==> config.mk <==
export PLATFORM = sky130hd
export DESIGN_NAME = bitpack_unit
export DESIGN_NICKNAME = d
export VERILOG_FILES = /design/src/rtl/bitpack_pkg.sv /design/src/rtl/bitpack_ctrl.sv /design/src/rtl/bitpack_dpath.sv /design/src/rtl/bitpack_unit.sv
export SDC_FILE = /design/constraint.sdc
export NUM_CORES = 1
export LEC_CHECK = 0
export BUFFER_PORTS_ARGS = -buffer_cell sky130_fd_sc_hd__buf_2
export CAP_MARGIN = 30
export CORE_ASPECT_RATIO = 1.25
export CORE_MARGIN = 10
export CORE_UTILIZATION = 55
export CTS_CLUSTER_SIZE = 40
export DETAILED_ROUTE_END_ITERATION = 7
export PLACE_DENSITY_LB_ADDON = 0.1
export SYNTH_ARGS = -nofsm -noshare
export SYNTH_HDL_FRONTEND = slang
export SYNTH_SLANG_ARGS = --single-unit
==> constraint.sdc <==
create_clock -name clk -period 1.7 [get_ports clk]
set_input_delay 0 -clock clk [delete_from_list [all_inputs] [get_ports clk]]
set_output_delay 0 -clock clk [all_outputs]
set_load 0.1 [all_outputs]
==> src/rtl/bitpack_pkg.sv <==
package bitpack_pkg;

  typedef enum logic [0:0] {
    OP_GATHER  = 1'b0,
    OP_SCATTER = 1'b1
  } op_e;

  typedef struct packed {
    logic load;  // capture operands, clear result and write pointer
    logic step;  // process one mask bit
  } ctrl_t;

endpackage

==> src/rtl/bitpack_ctrl.sv <==
module bitpack_ctrl
  import bitpack_pkg::*;
(
  input  logic  clk,
  input  logic  rst,
  input  logic  start,
  input  logic  maskLast,
  output ctrl_t strobe,
  output logic  busy,
  output logic  done
);

  typedef enum logic [0:0] {
    ST_IDLE = 1'b0,
    ST_RUN  = 1'b1
  } state_e;

  state_e state;
  state_e stateNext;
  logic   doneNext;

  always_comb begin
    stateNext   = state;
    doneNext    = 1'b0;
    strobe.load = 1'b0;
    strobe.step = 1'b0;
    unique case (state)
      ST_IDLE: begin
        if (start) begin
          strobe.load = 1'b1;
          stateNext   = ST_RUN;
        end
      end
      ST_RUN: begin
        strobe.step = 1'b1;
        if (maskLast) begin
          doneNext  = 1'b1;
          stateNext = ST_IDLE;
        end
      end
      default: stateNext = ST_IDLE;
    endcase
  end

  always_ff @(posedge clk) begin
    if (rst) begin
      state <= ST_IDLE;
      done  <= 1'b0;
    end else begin
      state <= stateNext;
      done  <= doneNext;
    end
  end

  assign busy = (state == ST_RUN);

endmodule

==> src/rtl/bitpack_dpath.sv <==
module bitpack_dpath
  import bitpack_pkg::*;
#(
  parameter int WIDTH = 32
) (
  input  logic             clk,
  input  logic             rst,
  input  ctrl_t            strobe,
  input  op_e              opIn,
  input  logic [WIDTH-1:0] srcIn,
  input  logic [WIDTH-1:0] maskIn,
  output logic             maskLast,
  output logic [WIDTH-1:0] result
);

  localparam int PTR_W = $clog2(WIDTH);

  op_e              opReg;
  logic [WIDTH-1:0] srcReg;
  logic [WIDTH-1:0] maskReg;
  logic [WIDTH-1:0] resReg;
  logic [PTR_W-1:0] wrPtr;
  logic [WIDTH-1:0] wrHit;
  logic             takeBit;
  logic             advSrc;
  logic             advPtr;

  // A set mask LSB during a step means the current source LSB is written
  assign takeBit = strobe.step & maskReg[0];

  // Pointer policy: the only difference between the two operations
  always_comb begin
    if (opReg == OP_GATHER) begin
      advSrc = 1'b1;
      advPtr = maskReg[0];
    end else begin
      advSrc = maskReg[0];
      advPtr = 1'b1;
    end
  end

  // Per-bit write decode of the pointer
  for (genvar i = 0; i < WIDTH; i++) begin : g_wrDec
    assign wrHit[i] = takeBit & (wrPtr == PTR_W'(i));
  end

  always_ff @(posedge clk) begin
    if (rst) begin
      opReg   <= OP_GATHER;
      srcReg  <= '0;
      maskReg <= '0;
      wrPtr   <= '0;
    end else if (strobe.load) begin
      opReg   <= opIn;
      srcReg  <= srcIn;
      maskReg <= maskIn;
      wrPtr   <= '0;
    end else if (strobe.step) begin
      maskReg <= maskReg >> 1;
      if (advSrc) srcReg <= srcReg >> 1;
      if (advPtr) wrPtr  <= wrPtr + PTR_W'(1);
    end
  end

  always_ff @(posedge clk) begin
    if (rst || strobe.load) begin
      resReg <= '0;
    end else begin
      resReg <= (resReg & ~wrHit) | (wrHit & {WIDTH{srcReg[0]}});
    end
  end

  // True when no set bit remains above the one being examined
  assign maskLast = ~|maskReg[WIDTH-1:1];
  assign result   = resReg;

endmodule

==> src/rtl/bitpack_unit.sv <==
module bitpack_unit
  import bitpack_pkg::*;
#(
  parameter int WIDTH = 32
) (
  input  logic             clk,
  input  logic             rst,
  input  logic             start,
  input  logic             opSel,
  input  logic [WIDTH-1:0] srcIn,
  input  logic [WIDTH-1:0] maskIn,
  output logic [WIDTH-1:0] result,
  output logic             busy,
  output logic             done
);

  ctrl_t strobe;
  logic  maskLast;

  bitpack_ctrl u_ctrl (
    .clk      (clk),
    .rst      (rst),
    .start    (start),
    .maskLast (maskLast),
    .strobe   (strobe),
    .busy     (busy),
    .done     (done)
  );

  bitpack_dpath #(.WIDTH(WIDTH)) u_dpath (
    .clk      (clk),
    .rst      (rst),
    .strobe   (strobe),
    .opIn     (op_e'(opSel)),
    .srcIn    (srcIn),
    .maskIn   (maskIn),
    .maskLast (maskLast),
    .result   (result)
  );

endmodule

==> results of run 1 <==
[per-stage QoR]
stage / hold WS (ns) / worst slack [ns] / power [mW] / utilization, % / instances
after CTS: 0.00614 / 0.112 / 4.93 / 72.1 / 807
after detailed placement: 0.253 / 0.121 / 3.44 / 63.6 / 734
final: 0.00447 / 0.128 / 4.92 / 72.1 / 807
after floorplan: 0.136 / 0.153 / 3.26 / - / 546
after global routing: 0.00995 / 0.0223 / 5.12 / 72.1 / 807
after global placement: 0.246 / 0.197 / 3.42 / 63.6 / 734
[placed cells by master (no fill, tap or decap), types with 2 or more instances in the layout]
| cell type | Yosys | routed |
|---|---|---|
| nand3_1 | 33 | 33 |
| nand2_1 | 68 | 68 |
| clkbuf_1 | 28 | 5 |
| or2_2 | 2 | 2 |
| a311oi_2 | 30 | 30 |
| nor2_1 | 36 | 36 |
| nor2b_1 | 5 | 4 |
| and4b_1 | 4 | 4 |
| nor4_1 | 7 | 7 |
| nand2b_1 | 3 | 3 |
| clkbuf_8 | 0 | 11 |
| mux2_2 | 30 | 30 |
| inv_1 | 4 | 4 |
| buf_4 | 0 | 16 |
| nand4_1 | 6 | 6 |
| o21ai_0 | 31 | 31 |
| buf_12 | 0 | 3 |
| a21oi_1 | 65 | 65 |
| and4_1 | 4 | 4 |
| ha_1 | 6 | 5 |
| dfxtp_1 | 104 | 103 |
| nand4b_1 | 4 | 4 |
| nor3_1 | 3 | 3 |
| buf_2 | 15 | 101 |
| dlygate4sd3_1 | 0 | 57 |
| mux2i_1 | 34 | 34 |
[Yosys cell counts (2+ instances only)]
cell type,instances,share of area (%)
nor2b_1,5,0.63
o21ai_0,31,3.1
nand4b_1,4,0.70
nand2b_1,3,0.38
and4_1,4,0.70
nand2_1,68,5.1
nand4_1,6,0.75
nor3_1,3,0.30
or2_2,2,0.25
and4b_1,4,0.80
clkbuf_1,28,2.1
buf_2,15,1.5
buf_1,3,0.23
mux2_2,30,6.8
buf_6,6,1.4
nand3_1,33,3.3
nor4_1,7,0.88
dfxtp_1,104,42
mux2i_1,34,6.8
a21oi_1,65,6.5
inv_1,4,0.30
a311oi_2,30,9.0
ha_1,6,1.5
nor2_1,36,2.7
[cell families after synthesis]
| kind of cell | share of synthesized area [%] |
|---|---|
| simple gates | 17.6 |
| buf+inv | 5.50 |
| mux | 13.6 |
| xor+xnor | 0.352 |
| fa+ha+maj | 1.51 |
| compound gates | 19.7 |
| flops | 41.8 |
[where the power goes]
part	leakage, nW	switching [mW]	internal [mW]
Combinational	1.60	0.428	0.420
Sequential	0.851	0.0890	2.56
Clock	0.0850	0.798	0.619
Total	2.53	1.31	3.60
[cell type report]
cell class | count | area share (%)
repair buffers | 177 | 19.9
inverters | 4 | 0.238
multi-input cells | 386 | 41.7
flip-flops and latches | 104 | 33.1
well taps | 120 | 2.38
clock buffers | 16 | 2.70
[per-layer routing]
metal,up-vias,track usage [%]
li1,2229,-
met1,2115,21.8
met2,115,33.2
met3,23,5.22
met4,0,7.04
met5,-,0
[worst max-delay path by stage]
stage               depth (start not counted)                   to              from
global route                                5     u_dpath.wrPtr[4]  u_dpath.wrPtr[1]
global placement                            5     u_dpath.wrPtr[4]  u_dpath.wrPtr[0]
floorplan                                   5  u_dpath.maskReg[10]       u_ctrl.busy
CTS                                         5     u_dpath.wrPtr[4]  u_dpath.wrPtr[1]
detailed placement                          5     u_dpath.wrPtr[4]  u_dpath.wrPtr[1]
finish                                      5     u_dpath.wrPtr[4]  u_dpath.wrPtr[1]
[timing repair]
item / 4_1_cts / 5_1_grt
endpoints found under the setup margin: 0 / 1
hold endpoints to repair: 57 / 0
resized for setup: 0 / 1
hold buffers: 57 / 0
[worst max-delay path, stage by stage, from the launching register on]
cell,delay (ns)
dfxtp_1,0.42
ha_2,0.25
and3_1,0.21
ha_1,0.23
or2_2,0.29
a21oi_1,0.11
==> results.json, run 1 <==
{
  "ios": 102,
  "drc": 0,
  "finalCritPeriodShare_pct": 92.5,
  "antenna_left": 0,
  "initialDrtViolationCount": 323,
  "min_path_type": "in -> reg",
  "wl_um": 12900,
  "fin_skew_ns": 0.00910,
  "synth_seq_cells": 104,
  "viasPerCell": 5.55,
  "grt_setup_unrepaired": "no",
  "async_reset_ff_share_pct": 0,
  "die_w_um": 105,
  "grt_pass1_wl_um": 21500,
  "antenna_found_initial": 0,
  "first_global_vias": 4475,
  "wl_met1_um": 5290,
  "portBuffers": 101,
  "fill_cells": 715,
  "final_max_slew_viol_count": 0,
  "path_max_fanout": 6,
  "critical_path.startpoint_type": "flip-flop",
  "holdCritStartpoint": "maskIn[15]",
  "ff2ff_setup_slack_ns": 0.13,
  "wl_per_cell_um": 16.0,
  "max_freq_mhz": 636,
  "num_vias": 4482,
  "drv_cap": 0,
  "powerDensity_nw_per_um2": 779,
  "start_util_pct": 56.9,
  "critPathRequiredTime_ns": 2.01,
  "place_congestion": 0.822,
  "synth_cell_types": 39,
  "core_area_um2": 8750,
  "cts_setup_buffers": 0,
  "path_clk_slew_ns": 0.09,
  "crit_type": "reg -> reg",
  "syn_area_per_cell_um2": 9.12,
  "vdd_drop_max_uv": 619,
  "numCtsBuffers": 9,
  "worstHoldEndpoint": "u_dpath.maskReg[15]",
  "grt_max_degree": 67,
  "std_cell_rows": 38,
  "cts_sinks": 104,
  "fin_area_um2": 6310,
  "first_pass_iters": 4,
  "cts_buffer_depth": 2,
  "total_leakage_power_nw": 2.53,
  "r2r_end": "u_dpath.wrPtr[4]",
  "status": "finished clean",
  "gr-usage-all-layers_pct": 19.1,
  "r2r_cells": 5,
  "period_needed_ns": 1.57,
  "synth_cells": 546,
  "endpoint_kind": "flip-flop",
  "antenna_cells": 0,
  "multi_input_area_um2": 2630,
  "ys_warn_count": 0,
  "place_area_um2": 5560,
  "drive_above_1_share_pct": 28.8,
  "route.met2.wl_um": 6660,
  "cts_tree": "done",
  "tns_ns": 0,
  "design.die.area_um2": 13300,
  "seqCellArea_um2": 2090,
  "r2r-start": "u_dpath.wrPtr[1]",
  "met3_length_um": 715,
  "hold_depth": 4,
  "area_delta_synth_final_pct": 26.6,
  "max_slew_margin_pct": 65.6,
  "clock_latency_ns": 0.37,
  "hold_viol": 0,
  "syn-num-nets": 620,
  "cp.arrival_ns": 1.88,
  "top_layer_used": "met4",
  "synth_ff_type": "dfxtp_1",
  "fp.dieH_um": 126,
  "synth_area_um2": 4980,
  "setup_viol": 0,
  "fin_nets": 756,
  "clockRootBuffer": "clkbuf_8",
  "ys_seq_area_share_pct": 41.8,
  "dp_hpwl_um": 8340,
  "synth_edf_count": 0,
  "tightest_slew_ns": 0.516,
  "grt.overflow.total": 0,
  "htree_levels": 3
}
(Power assumes the default switching activity.)
==> inputs of run 2 (changes only) <==
--- a/config.mk
+++ b/config.mk
@@ -5,12 +5,13 @@
 export SDC_FILE = /design/constraint.sdc
 export NUM_CORES = 1
 export LEC_CHECK = 0
+export ABC_AREA = 1
 export BUFFER_PORTS_ARGS = -buffer_cell sky130_fd_sc_hd__buf_2
 export CAP_MARGIN = 30
 export CORE_ASPECT_RATIO = 1.25
 export CORE_MARGIN = 10
-export CORE_UTILIZATION = 55
-export CTS_CLUSTER_SIZE = 40
+export CORE_UTILIZATION = 59
+export CTS_CLUSTER_SIZE = 8
 export DETAILED_ROUTE_END_ITERATION = 7
 export PLACE_DENSITY_LB_ADDON = 0.1
 export SYNTH_ARGS = -nofsm -noshare
==> constraint.sdc (replaced) <==
create_clock -name clk -period 1.95 [get_ports clk]
set_input_delay 0 -clock clk [delete_from_list [all_inputs] [get_ports clk]]
set_output_delay 0 -clock clk [all_outputs]
set_load 0.1 [all_outputs]
==> results.json, run 2 <==
{
  "slowest_stage": "dlygate4sd3_1",
  "first_pass_iters": 5,
  "ys_warn_count": 0,
  "grt.overflow.total": 0,
  "met3_length_um": 718,
  "drc": 0,
  "std_cell_rows": 37,
  "powerDensity_nw_per_um2": 695,
  "power.switching_mw": 1.18,
  "design.die.area_um2": 12600,
  "path_clk_slew_ns": 0.10,
  "fill_cells": 607,
  "finalCritPeriodShare_pct": 91.1,
  "top_layer_used": "met4",
  "critPathRequiredTime_ns": 2.27,
  "setup_viol": 0,
  "endpoint_kind": "flip-flop",
  "internal-power_mw": 3.30,
  "tightest_slew_ns": 0.495,
  "wl_um": 13900,
  "clock_latency_ns": 0.37,
  "hold_viol": 0,
  "grt_pass1_wl_um": 23100,
  "numCtsBuffers": 9,
  "yosys.area.top_type": "dfxtp_1",
  "drive_above_1_share_pct": 15.4,
  "status": "finished clean",
  "vdd_drop_max_uv": 392,
  "portBuffers": 101,
  "cts_buffer_depth": 2,
  "crit_top_cell": "inv_2",
  "synth_ff_type": "dfxtp_1",
  "period_needed_ns": 1.78,
  "synth_area_leaders": "dfxtp_1 (42%), nand2_1 (24%), a21oi_1 (6.2%)",
  "core_area_um2": 8240,
  "dp_hpwl_um": 8880,
  "num_vias": 5365,
  "crit_type": "reg -> reg",
  "fin_skew_ns": 0.0110,
  "synth_seq_cells": 104,
  "antenna_left": 0,
  "cts_sinks": 104,
  "synth_area_um2": 5010,
  "total_leakage_power_nw": 3.08,
  "min_path_type": "in -> reg",
  "cts_tree": "done",
  "async_reset_ff_share_pct": 0,
  "syn-num-nets": 855,
  "gr-usage-all-layers_pct": 22.1,
  "max_freq_mhz": 563,
  "wl_met1_um": 5590,
  "cpPeakStageDelay_ns": 0.56,
  "ys_seq_area_share_pct": 41.5,
  "tns_ns": 0,
  "route.met2.wl_um": 7240,
  "ff2ff_setup_slack_ns": 0.17,
  "antenna_found_initial": 1,
  "cp.arrival_ns": 2.10,
  "yosys-top-cells-count": "nand2_1 (317), dfxtp_1 (104), nor2_1 (75), inv_1 (67), a21oi_1 (62)",
  "grt_setup_unrepaired": "no",
  "syn_area_per_cell_um2": 6.42,
  "first_global_vias": 5166,
  "synth_top_area_share_pct": 41.5,
  "final_common_cell": "nand2_1",
  "holdWs_ns": 0.00519,
  "synth.most_common_cell": "nand2_1",
  "synth_cells": 781,
  "clkPwrFrac_pct": 33.4,
  "comb_power_share_pct": 15.8,
  "crit_chain": "inv_2 -> nand2_2 -> inv_2 -> buf_8 -> nand2_1 -> a31oi_1 -> dlygate4sd3_1",
  "grt_max_degree": 43,
  "die_w_um": 102,
  "final_cell_mix": "nand2_1 (317), dfxtp_1 (103), buf_2 (101)",
  "swShare_pct": 26.3,
  "area_delta_synth_final_pct": 28.5,
  "fp.dieH_um": 123,
  "max_slew_margin_pct": 67.0,
  "path_max_fanout": 42,
  "start_util_pct": 60.8,
  "synth_cell_types": 23,
  "drv_cap": 0,
  "synth_edf_count": 0,
  "critical_path.startpoint_type": "flip-flop",
  "wl_per_cell_um": 13.4,
  "power_frac_seq_pct": 50.8,
  "cts_setup_buffers": 0,
  "final_max_slew_viol_count": 0,
  "ios": 102,
  "viasPerCell": 5.18,
  "final_core_util_pct": 78.2,
  "place_congestion": 0.874,
  "initialDrtViolationCount": 337,
  "htree_levels": 3,
  "clockRootBuffer": "clkbuf_8",
  "fin_nets": 1008
}
==> run 2: cell types whose count changed in the layout (fill, tap and decap cells not counted), moves of 11 or more <==
cell / delta
nand2_1: +249
o211ai_1: +15
mux2_2: -30
o21ai_0: -11
nor2_1: +39
inv_1: +63
mux2i_1: -34
a311oi_2: -30
==> run 2: path summary, 6_finish.rpt <==
check	start	to	cells after the start
worst max-delay path	u_ctrl.busy	u_dpath.maskReg[27]	7
worst min-delay path	srcIn[7]	u_dpath.srcReg[7]	5
worst max register to register	u_ctrl.busy	u_dpath.maskReg[27]	7
worst min register to register	flip-flop	flip-flop	2
==> run 2: stage by stage <==
stage / total power, mW / instances / setup WS [ns] / area (um2)
2_1_floorplan: 2.74 / 781 / 0.267 / 5010
3_3_place_gp: 2.89 / 953 / 0.506 / 5540
3_5_place_dp: 2.91 / 953 / 0.431 / 5540
4_1_cts: 4.48 / 1035 / 0.0422 / 6430
5_1_grt: 4.66 / 1036 / 0.0353 / 6440
6_report: 4.48 / 1036 / 0.174 / 6440
==> run 2: per-layer routing <==
| layer | GRT usage, % | up-vias |
|---|---|---|
| met5 | 0 | - |
| met4 | 11.3 | 0 |
| met3 | 4.30 | 34 |
| met2 | 39.4 | 157 |
| met1 | 24.3 | 2443 |
| li1 | - | 2731 |
==> run 2: power groups by stage <==
| stage | combinational, mW | clock, mW | sequential (mW) |
|---|---|---|---|
| final | 0.707 | 1.50 | 2.28 |
| after global placement | 0.572 | 0 | 2.32 |
| after floorplan | 0.421 | 0 | 2.32 |
| after CTS | 0.692 | 1.52 | 2.27 |
| after global routing | 0.794 | 1.58 | 2.29 |
| after detailed placement | 0.585 | 0 | 2.32 |
==> run 2: logic make-up after synthesis <==
kind of cell             after synthesis  share of synthesized area, %
AO/OA/AOI/OAI                        109                          11.9
adder cells (fa/ha/maj)                6                          1.50
buffers and inverters                114                          9.76
flip-flops                           104                          41.5
AND/OR/NAND/NOR                      448                          35.3
==> run 2: what timing repair did <==
action / CTS / global route
endpoints found under the setup margin: 0 / 3
hold buffers: 67 / 0
gates resized for setup: 0 / 2
hold endpoints to repair: 63 / 0
==> run 2: cell type report <==
cell class                      instances  area [um2]  area share (%)
Multi-Input combinational cell        563        2440            37.9
Sequential cell                       104        2080            32.3
Timing Repair Buffer                  183        1300            20.1
Inverter                               73         274            4.25
Clock buffer                           12         155            2.41
Tap cell                               97         121            1.88
Clock inverter                          3        65.1            1.01
Antenna cell                            1        2.50          0.0389
==> run 2: worst max-delay path, delay by kind of cell (launching register included) <==
kind	cells	cell delay, ns
AOI/OAI and AO/OA	1	0.15
buffers and inverters	4	0.99
DFF	1	0.42
and+or+nand+nor	2	0.15
